### src/rtl/sar_pkg.sv
package sar_pkg;
  typedef enum logic [1:0] {
    MODE_SINGLE  = 2'd0,
    MODE_ONESHOT = 2'd1,
    MODE_CONT    = 2'd2,
    MODE_RSVD    = 2'd3
  } scan_mode_e;

  typedef enum logic [1:0] {
    ST_IDLE  = 2'd0,
    ST_CONV  = 2'd1,
    ST_STORE = 2'd2,
    ST_CMP   = 2'd3
  } seq_state_e;

  localparam int unsigned ADR_CTRL = 0;
  localparam int unsigned ADR_CODE = 1;
  localparam int unsigned ADR_FLAG = 2;

  localparam int unsigned CTL_START_BIT = 3;
  localparam int unsigned CTL_STOP_BIT  = 6;
  localparam int unsigned CTL_CH_LSB    = 8;
endpackage

### src/rtl/sar_bit_engine.sv
module sar_bit_engine #(
  parameter int unsigned BITS  = 10,
  localparam int unsigned IDX_W = $clog2(BITS)
) (
  input  logic            clk_i,
  input  logic            rst_ni,
  input  logic            load_trial_i,
  input  logic            load_code_i,
  input  logic [BITS-1:0] code_i,
  input  logic            step_i,
  input  logic            keep_i,
  output logic [BITS-1:0] sar_o,
  output logic            last_o
);
  logic [BITS-1:0]  sar_q;
  logic [IDX_W-1:0] idx_q;

  always_ff @(posedge clk_i or negedge rst_ni) begin
    if (!rst_ni) begin
      sar_q <= '0;
      idx_q <= '0;
    end else if (load_trial_i) begin
      sar_q <= {1'b1, {(BITS-1){1'b0}}};
      idx_q <= IDX_W'(BITS-1);
    end else if (load_code_i) begin
      sar_q <= code_i;
      idx_q <= '0;
    end else if (step_i) begin
      sar_q[idx_q] <= keep_i;
      if (idx_q != '0) begin
        sar_q[idx_q - 1'b1] <= 1'b1;
        idx_q <= idx_q - 1'b1;
      end
    end
  end

  assign sar_o  = sar_q;
  assign last_o = (idx_q == '0);

  logic [BITS-1:0] low_mask;
  assign low_mask = ~({BITS{1'b1}} << idx_q);

  // nothing below the trial bit is set while bits are being resolved
  a_r2_low_bits_clear: assert property (@(posedge clk_i) disable iff (!rst_ni)
    step_i |-> ((sar_q & low_mask) == '0));

  // trial bit moves down one position per step
  a_r10_trial_walk: assert property (@(posedge clk_i) disable iff (!rst_ni)
    (step_i && idx_q != '0 && !load_trial_i) |=> idx_q == $past(idx_q) - 1'b1);
endmodule

### src/rtl/sar_result_bank.sv
module sar_result_bank #(
  parameter int unsigned CH   = 16,
  parameter int unsigned BITS = 10,
  localparam int unsigned CH_W = $clog2(CH)
) (
  input  logic            clk_i,
  input  logic            rst_ni,
  input  logic            res_we_i,
  input  logic [CH_W-1:0] res_ch_i,
  input  logic [BITS-1:0] res_data_i,
  input  logic            flag_we_i,
  input  logic [CH_W-1:0] flag_ch_i,
  input  logic            flag_i,
  input  logic [CH_W-1:0] rd_ch_i,
  output logic [BITS-1:0] rd_res_o,
  output logic [CH-1:0]   flags_o
);
  logic [BITS-1:0] res_q [CH];
  logic [CH-1:0]   flags_q;

  for (genvar g = 0; g < CH; g++) begin : g_ch
    always_ff @(posedge clk_i or negedge rst_ni) begin
      if (!rst_ni) begin
        res_q[g] <= '0;
      end else if (res_we_i && res_ch_i == CH_W'(g)) begin
        res_q[g] <= res_data_i;
      end
    end

    always_ff @(posedge clk_i or negedge rst_ni) begin
      if (!rst_ni) begin
        flags_q[g] <= 1'b0;
      end else if (flag_we_i && flag_ch_i == CH_W'(g)) begin
        flags_q[g] <= flag_i;
      end
    end
  end

  assign rd_res_o = res_q[rd_ch_i];
  assign flags_o  = flags_q;

  // a stored result lands in the addressed channel
  a_r3_store_lands: assert property (@(posedge clk_i) disable iff (!rst_ni)
    res_we_i |=> res_q[$past(res_ch_i)] == $past(res_data_i));

  // a compare outcome lands in the addressed flag bit
  a_r8_flag_lands: assert property (@(posedge clk_i) disable iff (!rst_ni)
    flag_we_i |=> flags_q[$past(flag_ch_i)] == $past(flag_i));
endmodule

### src/rtl/sar_sequencer.sv
module sar_sequencer
  import sar_pkg::*;
#(
  parameter int unsigned CH   = 16,
  parameter int unsigned BITS = 10,
  localparam int unsigned CH_W  = $clog2(CH),
  localparam int unsigned CNT_W = $clog2(BITS + 1)
) (
  input  logic            clk_i,
  input  logic            rst_ni,
  input  logic            start_i,
  input  logic            stop_i,
  input  logic            code_wr_i,
  input  logic            is_single_i,
  input  logic            is_oneshot_i,
  input  logic            cmp_en_i,
  input  logic [CH_W-1:0] chan_i,
  input  logic            last_bit_i,
  output logic            load_trial_o,
  output logic            load_code_o,
  output logic            step_o,
  output logic            res_we_o,
  output logic            flag_we_o,
  output logic [CH_W-1:0] ch_o,
  output logic            busy_o,
  output logic            done_o
);
  seq_state_e      state_q, state_d;
  logic [CH_W-1:0] ch_q, ch_d;
  logic            done_q, done_d;
  logic            last_ch;

  assign last_ch = (ch_q == chan_i);

  always_comb begin
    state_d      = state_q;
    ch_d         = ch_q;
    done_d       = done_q;
    load_trial_o = 1'b0;
    load_code_o  = 1'b0;
    step_o       = 1'b0;
    res_we_o     = 1'b0;
    flag_we_o    = 1'b0;
    unique case (state_q)
      ST_IDLE: begin
        if (code_wr_i && cmp_en_i && is_single_i) begin
          load_code_o = 1'b1;
          ch_d        = chan_i;
          done_d      = 1'b0;
          state_d     = ST_CMP;
        end else if (start_i) begin
          load_trial_o = 1'b1;
          ch_d         = is_single_i ? chan_i : '0;
          done_d       = 1'b0;
          state_d      = ST_CONV;
        end
      end
      ST_CONV: begin
        if (stop_i) begin
          done_d  = 1'b1;
          state_d = ST_IDLE;
        end else begin
          step_o = 1'b1;
          if (last_bit_i) state_d = ST_STORE;
        end
      end
      ST_STORE: begin
        if (stop_i) begin
          done_d  = 1'b1;
          state_d = ST_IDLE;
        end else begin
          res_we_o = 1'b1;
          if (is_single_i || (is_oneshot_i && last_ch)) begin
            done_d  = 1'b1;
            state_d = ST_IDLE;
          end else begin
            ch_d         = last_ch ? '0 : ch_q + 1'b1;
            load_trial_o = 1'b1;
            state_d      = ST_CONV;
          end
        end
      end
      ST_CMP: begin
        flag_we_o = 1'b1;
        done_d    = 1'b1;
        state_d   = ST_IDLE;
      end
      default: state_d = ST_IDLE;
    endcase
  end

  always_ff @(posedge clk_i or negedge rst_ni) begin
    if (!rst_ni) begin
      state_q <= ST_IDLE;
      ch_q    <= '0;
      done_q  <= 1'b0;
    end else begin
      state_q <= state_d;
      ch_q    <= ch_d;
      done_q  <= done_d;
    end
  end

  assign ch_o   = ch_q;
  assign busy_o = (state_q != ST_IDLE);
  assign done_o = done_q;

  // bit-cycle counter used only by the checks below
  logic [CNT_W-1:0] cyc_q;
  always_ff @(posedge clk_i or negedge rst_ni) begin
    if (!rst_ni)                cyc_q <= '0;
    else if (load_trial_o)      cyc_q <= '0;
    else if (state_q == ST_CONV) cyc_q <= cyc_q + 1'b1;
  end

  // store follows exactly BITS bit cycles
  a_r4_bit_cycles: assert property (@(posedge clk_i) disable iff (!rst_ni)
    (state_q == ST_STORE) |-> cyc_q == CNT_W'(BITS));

  // scan steps to the next channel
  a_r5_scan_step: assert property (@(posedge clk_i) disable iff (!rst_ni)
    (state_q == ST_STORE && !stop_i && !is_single_i && !last_ch)
      |=> (state_q == ST_CONV && ch_q == $past(ch_q) + 1'b1));

  // continuous scan wraps to channel 0
  a_r6_wrap: assert property (@(posedge clk_i) disable iff (!rst_ni)
    (state_q == ST_STORE && !stop_i && !is_single_i && !is_oneshot_i && last_ch)
      |=> (state_q == ST_CONV && ch_q == '0));

  // stop aborts to idle with done set
  a_r7_stop_idle: assert property (@(posedge clk_i) disable iff (!rst_ni)
    ((state_q == ST_CONV || state_q == ST_STORE) && stop_i)
      |=> (state_q == ST_IDLE && done_q));

  // compare lasts one cycle and sets done
  a_r8_cmp_once: assert property (@(posedge clk_i) disable iff (!rst_ni)
    (state_q == ST_CMP) |=> (state_q == ST_IDLE && done_q));

  // a running conversion keeps its channel regardless of writes
  a_r9_conv_holds: assert property (@(posedge clk_i) disable iff (!rst_ni)
    (state_q == ST_CONV && !stop_i && !last_bit_i)
      |=> (state_q == ST_CONV && $stable(ch_q)));
endmodule

### src/rtl/sar_scan_ctrl.sv
module sar_scan_ctrl
  import sar_pkg::*;
#(
  parameter int unsigned CH     = 16,
  parameter int unsigned BITS   = 10,
  parameter int unsigned VIEW_W = 8,
  parameter int unsigned DATA_W = 16,
  localparam int unsigned CH_W      = $clog2(CH),
  localparam int unsigned RES_BASE  = CH,
  localparam int unsigned VIEW_BASE = 2 * CH,
  localparam int unsigned ADDR_END  = 3 * CH,
  localparam int unsigned ADDR_W    = $clog2(ADDR_END)
) (
  input  logic              clk_i,
  input  logic              rst_ni,
  input  logic              wr_en_i,
  input  logic [ADDR_W-1:0] addr_i,
  input  logic [DATA_W-1:0] wdata_i,
  output logic [DATA_W-1:0] rdata_o,
  input  logic              cmp_i,
  output logic [BITS-1:0]   dac_code_o,
  output logic [CH_W-1:0]   ch_sel_o
);
  logic [31:0] addr_w;
  assign addr_w = 32'(addr_i);

  logic ctrl_wr, code_wr, start, stop;
  assign ctrl_wr = wr_en_i && (addr_w == ADR_CTRL);
  assign code_wr = wr_en_i && (addr_w == ADR_CODE);
  assign start   = ctrl_wr && wdata_i[CTL_START_BIT];
  assign stop    = ctrl_wr && wdata_i[CTL_STOP_BIT];

  scan_mode_e      mode_q, mode_eff;
  logic            cmp_en_q, cmp_en_eff;
  logic [CH_W-1:0] chan_q, chan_eff;
  logic            busy, done, cfg_upd;

  // configuration only changes while idle; a start sees the fields it carries
  assign cfg_upd    = ctrl_wr && !busy;
  assign mode_eff   = cfg_upd ? scan_mode_e'(wdata_i[1:0]) : mode_q;
  assign cmp_en_eff = cfg_upd ? wdata_i[2] : cmp_en_q;
  assign chan_eff   = cfg_upd ? wdata_i[CTL_CH_LSB +: CH_W] : chan_q;

  always_ff @(posedge clk_i or negedge rst_ni) begin
    if (!rst_ni) begin
      mode_q   <= MODE_SINGLE;
      cmp_en_q <= 1'b0;
      chan_q   <= '0;
    end else begin
      mode_q   <= mode_eff;
      cmp_en_q <= cmp_en_eff;
      chan_q   <= chan_eff;
    end
  end

  logic is_single, is_oneshot;
  assign is_single  = (mode_eff == MODE_SINGLE) || (mode_eff == MODE_RSVD);
  assign is_oneshot = (mode_eff == MODE_ONESHOT);

  logic            load_trial, load_code, step, last_bit, res_we, flag_we;
  logic [BITS-1:0] sar;
  logic [CH_W-1:0] ch;
  logic [BITS-1:0] rd_res;
  logic [CH-1:0]   flags;

  sar_sequencer #(.CH(CH), .BITS(BITS)) u_seq (
    .clk_i        (clk_i),
    .rst_ni       (rst_ni),
    .start_i      (start),
    .stop_i       (stop),
    .code_wr_i    (code_wr),
    .is_single_i  (is_single),
    .is_oneshot_i (is_oneshot),
    .cmp_en_i     (cmp_en_eff),
    .chan_i       (chan_eff),
    .last_bit_i   (last_bit),
    .load_trial_o (load_trial),
    .load_code_o  (load_code),
    .step_o       (step),
    .res_we_o     (res_we),
    .flag_we_o    (flag_we),
    .ch_o         (ch),
    .busy_o       (busy),
    .done_o       (done)
  );

  sar_bit_engine #(.BITS(BITS)) u_eng (
    .clk_i        (clk_i),
    .rst_ni       (rst_ni),
    .load_trial_i (load_trial),
    .load_code_i  (load_code),
    .code_i       (wdata_i[BITS-1:0]),
    .step_i       (step),
    .keep_i       (cmp_i),
    .sar_o        (sar),
    .last_o       (last_bit)
  );

  sar_result_bank #(.CH(CH), .BITS(BITS)) u_bank (
    .clk_i      (clk_i),
    .rst_ni     (rst_ni),
    .res_we_i   (res_we),
    .res_ch_i   (ch),
    .res_data_i (sar),
    .flag_we_i  (flag_we),
    .flag_ch_i  (ch),
    .flag_i     (~cmp_i),
    .rd_ch_i    (addr_i[CH_W-1:0]),
    .rd_res_o   (rd_res),
    .flags_o    (flags)
  );

  assign dac_code_o = sar;
  assign ch_sel_o   = ch;

  always_comb begin
    rdata_o = '0;
    if (addr_w == ADR_CTRL) begin
      rdata_o[1:0]                 = mode_q;
      rdata_o[2]                   = cmp_en_q;
      rdata_o[4]                   = busy;
      rdata_o[5]                   = done;
      rdata_o[CTL_CH_LSB +: CH_W]  = chan_q;
    end else if (addr_w == ADR_CODE) begin
      rdata_o[BITS-1:0] = sar;
    end else if (addr_w == ADR_FLAG) begin
      rdata_o[CH-1:0] = flags;
    end else if (addr_w >= RES_BASE && addr_w < VIEW_BASE) begin
      rdata_o[BITS-1:0] = rd_res;
    end else if (addr_w >= VIEW_BASE && addr_w < ADDR_END) begin
      rdata_o[VIEW_W-1:0] = rd_res[BITS-1 -: VIEW_W];
    end
  end

  // configuration fields hold while busy
  a_r9_cfg_frozen: assert property (@(posedge clk_i) disable iff (!rst_ni)
    busy |=> ($stable(mode_q) && $stable(chan_q) && $stable(cmp_en_q)));
endmodule

### config.mk
export PLATFORM = sky130hd
export DESIGN_NAME = sar_scan_ctrl
export DESIGN_NICKNAME = d
export VERILOG_FILES = /design/src/rtl/sar_pkg.sv /design/src/rtl/sar_bit_engine.sv /design/src/rtl/sar_result_bank.sv /design/src/rtl/sar_sequencer.sv /design/src/rtl/sar_scan_ctrl.sv
export SDC_FILE = /design/constraint.sdc
export NUM_CORES = 1
export LEC_CHECK = 0
export BUFFER_PORTS_ARGS = -buffer_cell sky130_fd_sc_hd__buf_2
export CAP_MARGIN = 30
export CORE_MARGIN = 2
export CORE_UTILIZATION = 50
export CTS_CLUSTER_SIZE = 30
export DETAILED_ROUTE_END_ITERATION = 8
export PLACE_DENSITY = 0.67
export REMOVE_ABC_BUFFERS = 1
export SETUP_SLACK_MARGIN = 0.15
export SLEW_MARGIN = 20
export SYNTH_ARGS = -nofsm -noshare
export SYNTH_HDL_FRONTEND = slang
export SYNTH_SLANG_ARGS = --single-unit
### constraint.sdc
create_clock -name clk_i -period 3.6 [get_ports clk_i]
set_clock_uncertainty 0.2 [all_clocks]
set_input_delay 0.18 -clock clk_i [delete_from_list [all_inputs] [get_ports clk_i]]
set_output_delay 0.18 -clock clk_i [all_outputs]
set_load 0.03 [all_outputs]
Word level (Yosys, flattened, before mapping):

Index checks and enable logic that the tools add are counted.

* memories: 0
* ROM bits: 0
* bits of input ports: 26
* bits in latches: 0
* flip-flop bits (word level): 204
* word-level logic and storage cells: 207
* memory bits (writable): 0
* output and inout port bits: 30

* divide/modulo/power cells: 0
* shifts and indexed selects: 0
* equality and inequality tests: 29
* bitwise logic cells: 3
* $mul: 0
* reductions and logical operators: 61
* order comparisons: 9
* multiplexer cells: 63
* $add $sub $neg: 2

Operators with widths (number)
* $mux W10: 8
* $mux W4: 13
* $logic_and A1 B1 Y1: 44
* $bmux W10 S4: 1
* $eq A4 B4 Y1 const B: 8
* $logic_not A32 Y1: 1
* $mux W1: 20
* $mux W2: 9
* $eq A4 B3 Y1 const B: 4
* $mux W8: 2
* $lt A6 B6 Y1 const B: 2
* $mux W6: 2
* $bwmux W10: 1
* $lt A4 B5 Y1 const B: 2
* $or A10 B10 Y10: 1
* $demux W1 S4: 2
* $eq A4 B2 Y1 const B: 2
* $ge A4 B1 Y1 const B: 2
* $logic_not A4 Y1: 2
* $pmux W2 S4: 1
* $pmux W4 S2: 1
* $eq A2 B2 Y1 const B: 3
* $eq A6 B1 Y1 const B: 1
* $eq A6 B2 Y1 const B: 1
* other kinds (25): 34

Longest topological paths before layout:

Gate-level depths: netlist of the first run.

* depth after elaboration: 12
* mapped depth: 13
* mapped depth without buffers: 11

By module:

A second synthesis of the first run with hierarchy kept.

* cell total of the unflattened synthesis: 786
* area, all modules: 10405.0 um^2

By module, submodules not included
* sar_result_bank: instances 1, area each 7941.4 um^2, seq. area each 4404.2 um^2, cells each 504
* sar_bit_engine: instances 1, area each 1129.8 um^2, seq. area each 350.3 um^2, cells each 133
* sar_scan_ctrl: instances 1, area each 787.0 um^2, seq. area each 175.2 um^2, cells each 89
* sar_sequencer: instances 1, area each 546.8 um^2, seq. area each 175.2 um^2, cells each 60

Worst setup path after synthesis of the first run:

OpenSTA, ideal clock, no wires.

* kind: register to register
* start point: register u_seq.state_q[1]
* end point: register u_seq.ch_q[0] (netlist: u_seq.ch_o[0])
* path slack: 377 ps
* arrival time: 2894 ps
* clock period less this slack: 3223 ps
* data required time: 3271 ps
* stages on the path, launching flop included: 12
* cells stage by stage: dfrtp_1 buf_2 nor2_1 and3_4 buf_4 mux2i_1 ha_1 or4_1 a21oi_1 a21oi_4 a311oi_1 a21oi_1

* cells in the longest elaborated chain, start to end: 10
* elaborated cells between the ends (all ways): 29
* those cells by class: eq/ne (7); mux (10); reduce/logical (12)

Ends and longest elaborated chain
* start, declared: line sar_sequencer.sv:28 `seq_state_e state_q, state_d;`
* start signal, assigned: line sar_sequencer.sv:98 `state_q <= state_d;`
* $reduce_bool A2 Y1: line sar_sequencer.sv:105 `assign busy_o = (state_q != ST_IDLE);`
* $logic_not A1 Y1: line sar_scan_ctrl.sv:39 `assign cfg_upd = ctrl_wr && !busy;`
* $logic_and A1 B1 Y1: line sar_scan_ctrl.sv:39
* $mux W2: line sar_scan_ctrl.sv:40 `assign mode_eff = cfg_upd ? scan_mode_e'(wdata_i[1:0]) : mode_q;`
* $eq A2 B2 Y1 or $logic_not A2 Y1 (tied branches): line sar_scan_ctrl.sv:57 `assign is_single = (mode_eff == MODE_SINGLE) || (mode_eff == MODE_RSVD);`
* $logic_or A1 B1 Y1: line sar_scan_ctrl.sv:57
* $mux W4: line sar_sequencer.sv:53 `ch_d = is_single_i ? chan_i : '0;`
* $mux W4: line sar_sequencer.sv:51 `end else if (start_i) begin`
* $mux W4: line sar_sequencer.sv:46 `if (code_wr_i && cmp_en_i && is_single_i) begin`
* $pmux W4 S2: line sar_sequencer.sv:44 `unique case (state_q)`
* end signal, assigned: line sar_sequencer.sv:99 `ch_q <= ch_d;`
* end, declared: line sar_sequencer.sv:29 `logic [CH_W-1:0] ch_q, ch_d;`

Parallel ways exist; a longest one is shown, timed or not. The select of a mux whose other input is x is not followed.
A chain may end at the register's enable or synchronous reset.

Worst setup path after layout of the first run:

* start point: register u_seq.state_q[1]
* end point: register u_seq.ch_q[1] (netlist: u_seq.ch_o[1])

* cells in the longest elaborated chain, start to end: 10
* elaborated cells between the ends (all ways): 29
* those cells by class: eq/ne (7); mux (10); reduce/logical (12)

Ends and longest elaborated chain
* $reduce_bool A2 Y1 *: line sar_sequencer.sv:105
* $logic_not A1 Y1 *: line sar_scan_ctrl.sv:39
* $logic_and A1 B1 Y1 *: line sar_scan_ctrl.sv:39
* $mux W2 *: line sar_scan_ctrl.sv:40
* net mode_eff[0]: line sar_scan_ctrl.sv:33 `scan_mode_e mode_q, mode_eff;`
* $eq A2 B2 Y1 or $logic_not A2 Y1 (tied branches): line sar_scan_ctrl.sv:57
* $logic_or A1 B1 Y1: line sar_scan_ctrl.sv:57
* $mux W4: line sar_sequencer.sv:53
* $mux W4: line sar_sequencer.sv:51
* $mux W4: line sar_sequencer.sv:46
* $pmux W4 S2: line sar_sequencer.sv:44

The timed path passes the listed nets; every way through them passes the cells marked *. The select of a mux whose other input is x is not followed.

==> results of run 1 <==
## worst min-delay path by stage
stage	from	end	slack [ns]	cells after the start
6_report	cmp_i	u_bank.flags_o[10]	0.06	2
5_1_grt	cmp_i	u_bank.flags_o[5]	0.08	2
4_1_cts	cmp_i	u_bank.flags_o[10]	0.04	2
3_5_place_dp	rst_ni	u_bank.res_q[128]	0.20	1
3_3_place_gp	rst_ni	u_bank.res_q[138]	0.18	1
2_1_floorplan	rst_ni	chan_q[0]	-0.32	0
## routing by layer
layer	vias up	GRT usage (%)	part of all wire (%)
li1	3020	-	-
met2	259	40.4	48
met5	-	0	0
met4	0	7.31	2.8
met1	3680	33.7	42
met3	59	4.66	7.1
## cells in the final DEF, fill, tap and decap left out, types with 13 or more instances in the layout
cell type / netlist / routed
a21oi_1: 28 / 28
buf_2: 9 / 49
buf_4: 5 / 18
clkbuf_16: 0 / 23
dfrtp_1: 204 / 204
dlygate4sd3_1: 0 / 14
mux2_2: 160 / 160
mux2i_1: 13 / 13
mux4_2: 50 / 50
nand2_1: 45 / 45
nand3_1: 21 / 21
nor2_1: 30 / 30
o21ai_0: 25 / 25
o31ai_1: 19 / 19
## registers in the layout, indices dropped and copies added, names as in the netlist, 2 cells and up
signal          count
u_bank.res_q      160
mode_q              2
u_eng.sar_o        10
chan_q              4
u_eng.idx_q         4
u_bank.flags_o     16
u_seq.ch_o          4
u_seq.state_q       2
## kinds of logic after synthesis
group	after synthesis	synth area share, %
AOI/OAI and AO/OA	122	8.17
xor gates and xnor gates	5	0.429
adders and majority gates	10	1.22
buffers and inverters	73	2.98
DFF	204	50.0
muxes	223	29.9
and+or+nand+nor	145	7.30
## final cells by class
| cell class | instances | area (µm²) |
|---|---|---|
| fill | 1607 | 8500 |
| sequential | 204 | 5100 |
| multi-input combinational | 505 | 4810 |
| clock buffer | 30 | 632 |
| timing repair buffer | 86 | 622 |
| tap | 270 | 338 |
| clock inverter | 8 | 126 |
| inverter | 11 | 41.3 |
## critical path: stages (launching register included)
cell	delay (ns)
dfrtp_1	0.39
nor2_1	0.21
buf_4	0.19
nand3_2	0.16
nand2_1	0.12
nand2_1	0.08
ha_1	0.45
and2_1	0.19
a311oi_1	0.13
nor4_1	0.42
a21oi_4	0.17
a311oi_1	0.29
a21oi_1	0.07
## metrics by stage
step | worst slack, ns | util (%) | power (µW) | cell area (µm²)
5_1_grt | 0.205 | 57.9 | 6700 | 11700
4_1_cts | 0.462 | 57.7 | 6440 | 11600
6_report | 0.385 | 57.9 | 6430 | 11700
2_1_floorplan | 0.491 | - | 3500 | 9950
3_5_place_dp | 0.412 | 53.3 | 4060 | 10700
3_3_place_gp | 0.476 | 53.3 | 4000 | 10700
## timing repair
| action | 4_1_cts | 5_1_grt |
|---|---|---|
| resized for setup | 0 | 0 |
| endpoints found under the hold margin | 142 | 27 |
| setup endpoints to repair | 0 | 0 |
| hold buffers | 13 | 1 |
## power by group through the flow
stage               logic, µW  registers [µW]  clock network (µW)
detailed placement       1230            2830                   0
global placement         1190            2810                   0
global route             1370            2830                2510
floorplan                 693            2810                   0
CTS                      1240            2790                2410
finish                   1260            2800                2370
==> impl_results.md, run 1 <==
* Status: complete, no violations
* Post-synthesis sequential area ratio at 50.0%
* Clock buffer depth at 3
* Final slew viol count at 0
* Via count at 7018
* CTS tree: done
* R2r setup slk at 0.38 ns
* Synth warnings at 0
* DRT Wirelength at 26200 µm
* Worst-path clk slew at 0.06 ns
* Final setup fails at 0
* DRC at 0
* Diode count at 0
* Die Span Y at 147 µm
* Final hold violations at 0
* Combinational share of power at 19.6%
* Violation count after the first detailed-routing iteration at 531
* Die area at 21600 µm²
* PortBufs at 51
* Worst Path Required at 3.79 ns
* Worst r2r dst: u_seq.ch_o[1]
* CP arrival at 3.40 ns
* Synth async-reset ratio at 100%
* First-pass DRT Iterations at 7
* CORE AREA at 20200 µm²
* Synth Flop Type: dfrtp_1
* Post-synth top area cell: dfrtp_1
* Switching Power at 2090 µW
* CP Max Fanout at 10
* Num Clock Sinks at 204
* R2r startpoint: u_seq.state_q[1]
* Largest net degree at the start of global routing at 123
* Period minus WS final at 3.22 ns
* Root Buffer: clkbuf_16
* Clk_lat worst skew at 0.51 ns
* Mean post-synth cell area at 13.1 µm²
* Worst setup path start: u_seq.state_q[1]
* Hold_ws at 0.0600 ns
* Critical path startpoint category: flip-flop
* Worst-case reg-to-reg path depth at 12
* Initial antenna violation count at 1
* Cell leakage power at 0.00549 µW
* Dpl hpwl at 17100 µm
* Reg power frac at 43.5%
* CTS Buf Count at 23
* First-pass GRT wire length at 41200 µm
* Top cells by area, synth: dfrtp_1 (50%), mux2_2 (18%), mux4_2 (11%)
* Nature of the critical path endpoint: flip-flop
* Dpl cells at 1061
* Count leader, synth: dfrtp_1
* Cell Pwr Density at 551 nW/µm²
* Synthesized instance count at 782
* Unique masters post-synth at 56
* Postcts setup bufs at 0
* Core Rows at 52
* Die width at 147 µm
* Max_cap viols at 0
* Vias/cell at 6.30
* Seq cells post-synth at 204
* Initial Util at 50.7%
* FMAX at 311 MHz
* Worst slew pin tran at 0.930 ns
* Fin crit share at 89.3%
* Peak VDD IR at 0.306 mV
* Nets@finish at 867
* Antenna-violating nets left at 0
* Area delta synth->final at 14.2%
* Final std cells w/o fill at 1114
* H-tree levels at 1
* Cell Area, Synth at 10200 µm²
* Share of the synthesized area in the top cell type at 50.0%
* WL/cell at 23.5 µm
* Proportion of layout cells with a drive suffix above 1 at 39.3%
* P_int at 4340 µW
* Top Ports at 56
* Total global routing overflow at 0
* Total GRT Usage at 24.6%
* TNS Setup at 0 ns
* Crit Path Category: flip-flop to flip-flop
* Post-synth EDFFs at 0
* Hold Path Class: input pin to flip-flop
* Post-synth top cells: dfrtp_1 (204), mux2_2 (160), mux4_2 (50), nand2_1 (45), clkbuf_1 (36)
* Worst Setup EP: u_seq.ch_o[1]
* Slew HR at 37.8%
* Routability Congestion at 0.945
* Number of global-route vias before repair at 7221
* Switch share at 32.5%
* RSZ-0062 raised after global routing: no
* Clock power frac at 36.9%
No activity file was read; power rests on OpenSTA's default activity.
==> run 2, diff against run 1 <==
--- a/config.mk
+++ b/config.mk
@@ -11,7 +11,7 @@
 export CORE_UTILIZATION = 50
 export CTS_CLUSTER_SIZE = 30
 export DETAILED_ROUTE_END_ITERATION = 8
-export PLACE_DENSITY = 0.67
+export PLACE_DENSITY_LB_ADDON = 0.1
 export REMOVE_ABC_BUFFERS = 1
 export SETUP_SLACK_MARGIN = 0.15
 export SLEW_MARGIN = 20
==> impl_results.md, run 2 (synthesis results as in run 1) <==
* Worst-path clk slew at 0.06 ns (about the same)
* Diode count at 0 (unchanged)
* Root Buffer: clkbuf_16 (unchanged)
* Via count at 6860 (was 7018)
* Hold path depth at 2 (unchanged)
* Core Util, Final at 57.8% (was 57.9%)
* Max FFs per register at 160 (unchanged)
* Cell Pwr Density at 557 nW/µm² (was 551 nW/µm²)
* Hold path start: cmp_i (unchanged)
* Worst r2r dst: u_seq.ch_o[0] (was u_seq.ch_o[1])
* TNS Setup at 0 ns (unchanged)
* Core Rows at 52 (unchanged)
* Die Span Y at 147 µm (unchanged)
* PortBufs at 51 (unchanged)
* Routability Congestion at 0.906 (was 0.945)
* DRT Wirelength at 26800 µm (was 26200 µm)
* Fillcell total at 1637 (was 1607)
* Clock buffer depth at 3 (unchanged)
* Total GRT Usage at 25.2% (was 24.6%)
* Most common cell after layout, fill and taps aside: dfrtp_1 (unchanged)
* CP arrival at 3.46 ns (was 3.40 ns)
* Violation count after the first detailed-routing iteration at 544 (was 531)
* Final slew viol count at 0 (unchanged)
* R2r setup slk at 0.33 ns (was 0.38 ns)
* Max_cap viols at 0 (unchanged)
* WL/cell at 24.1 µm (was 23.5 µm)
* Nets@finish at 864 (was 867)
* First-pass GRT wire length at 41500 µm (was 41200 µm)
* CTS Buf Count at 24 (was 23)
* Worst slew pin tran at 0.932 ns (was 0.930 ns)
* Cell leakage power at 0.00549 µW (about the same)
* Number of global-route vias before repair at 7001 (was 7221)
* Slew HR at 37.8% (about the same)
* Critical path's largest stage delay at 0.46 ns (was 0.45 ns)
* Antenna-violating nets left at 0 (unchanged)
* Worst Hold End: u_bank.flags_o[10] (unchanged)
* Period minus WS final at 3.27 ns (was 3.22 ns)
* Die area at 21600 µm² (unchanged)
* Vias/cell at 6.15 (was 6.30)
* Total global routing overflow at 0 (unchanged)
* Fin crit share at 90.9% (was 89.3%)
* Commonest cells after routing, fill and taps aside: dfrtp_1 (204), mux2_2 (160), mux4_2 (50) (unchanged)
* Critical-path top delay cell: ha_1 (unchanged)
* Status: complete, no violations (unchanged)
* Clk_lat worst skew at 0.52 ns (was 0.51 ns)
* Initial Util at 50.7% (unchanged)
* Largest reg by FF count: u_bank.res_q (unchanged)
* H-tree levels at 1 (unchanged)
* CTS tree: done (unchanged)
* Area delta synth->final at 14.1% (was 14.2%)
* Worst-case reg-to-reg path depth at 12 (unchanged)
* Final setup fails at 0 (unchanged)
* Worst-path cell chain: nor2_1, buf_4, nand3_2, nand2_1, nand2_1, ha_1, and2_1, a311oi_1, nor4_1, a21oi_4, a311oi_1, a21oi_1 (unchanged)
* Proportion of layout cells with a drive suffix above 1 at 39.5% (was 39.3%)
* First-pass DRT Iterations at 5 (was 7)
* Peak VDD IR at 0.330 mV (was 0.306 mV)
* Critical path startpoint category: flip-flop (unchanged)
* FMAX at 305 MHz (was 311 MHz)
* Final hold violations at 0 (unchanged)
* Nature of the critical path endpoint: flip-flop (unchanged)
* CORE AREA at 20200 µm² (unchanged)
* Initial antenna violation count at 0 (was 1)
* Largest net degree at the start of global routing at 91 (was 123)
* Die width at 147 µm (unchanged)
* Hold Path Class: input pin to flip-flop (unchanged)
* CP Max Fanout at 10 (unchanged)
* RSZ-0062 raised after global routing: no (unchanged)
* Worst Path Required at 3.79 ns (about the same)
* Top Ports at 56 (unchanged)
* Num Clock Sinks at 204 (unchanged)
* Crit Path Category: flip-flop to flip-flop (unchanged)
* Dpl hpwl at 17600 µm (was 17100 µm)
* R2r startpoint: u_seq.state_q[1] (unchanged)
* DRC at 0 (unchanged)
## run 2: cell types whose count changed in the layout (fill, tap and decap cells not counted), moves of 2 or more
cell,change
inv_6,-3
clkinvlp_4,+2
buf_4,-2
clkinv_2,+4
clkbuf_16,+2
## run 2: per-stage QoR
stage	setup slack (ns)	cells	instance area, µm²	power, µW	hold WS (ns)
2_1_floorplan	0.491	720	9950	3500	-0.316
3_3_place_gp	0.431	1059	10700	4010	0.0868
3_5_place_dp	0.347	1059	10700	4070	0.0916
4_1_cts	0.383	1115	11700	6530	0.0341
5_1_grt	0.190	1115	11700	6790	0.0729
6_report	0.327	1115	11700	6490	0.0555
## run 2: timing repair
action | CTS | global route
endpoints found under the hold margin | 111 | 0
buffers inserted | 0 | 0
hold buffers | 13 | 0
gates resized for setup | 0 | 0
## run 2: cell type report
type	instances	area [µm²]	area share (%)
Inverter	11	41.3	0.354
Sequential cell	204	5100	43.8
Multi-Input combinational cell	505	4810	41.2
Tap cell	270	338	2.90
Timing Repair Buffer	82	569	4.88
Clock inverter	10	105	0.901
Clock buffer	33	696	5.97
## run 2: how the worst max path moves through the flow
| stage | from | endpoint | slack (ns) |
|---|---|---|---|
| final | u_seq.state_q[1] | u_seq.ch_o[0] | 0.33 |
| after floorplan | u_seq.state_q[1] | u_seq.ch_o[0] | 0.49 |
| after global placement | addr_i[0] | u_seq.ch_o[0] | 0.43 |
| after global routing | u_seq.state_q[1] | u_seq.ch_o[0] | 0.19 |
| after detailed placement | addr_i[5] | u_seq.ch_o[0] | 0.35 |
| after CTS | u_seq.state_q[1] | u_seq.ch_o[0] | 0.38 |
## run 2: worst max-delay path, delay by kind of cell (launching register included)
kind	cells	cell delay (ns)
and+or+nand+nor	6	1.20
AOI/OAI and AO/OA	4	0.68
adders and majority gates	1	0.46
DFF	1	0.38
buffers and inverters	1	0.21
## run 2: power breakdown
| part | switching (µW) | internal [µW] | leakage [µW] |
|---|---|---|---|
| registers | 391 | 2430 | 0.00273 |
| logic | 784 | 453 | 0.00236 |
| clock network | 948 | 1490 | 0.000394 |
| total | 2120 | 4370 | 0.00549 |
## run 2: routing by layer
layer	up-vias	part of all wire, %	GRT usage, %
met2	223	48	41.3
met1	3575	44	35.8
met5	-	0	0
met4	0	2.4	7.26
met3	44	5.3	3.29
li1	3018	-	-
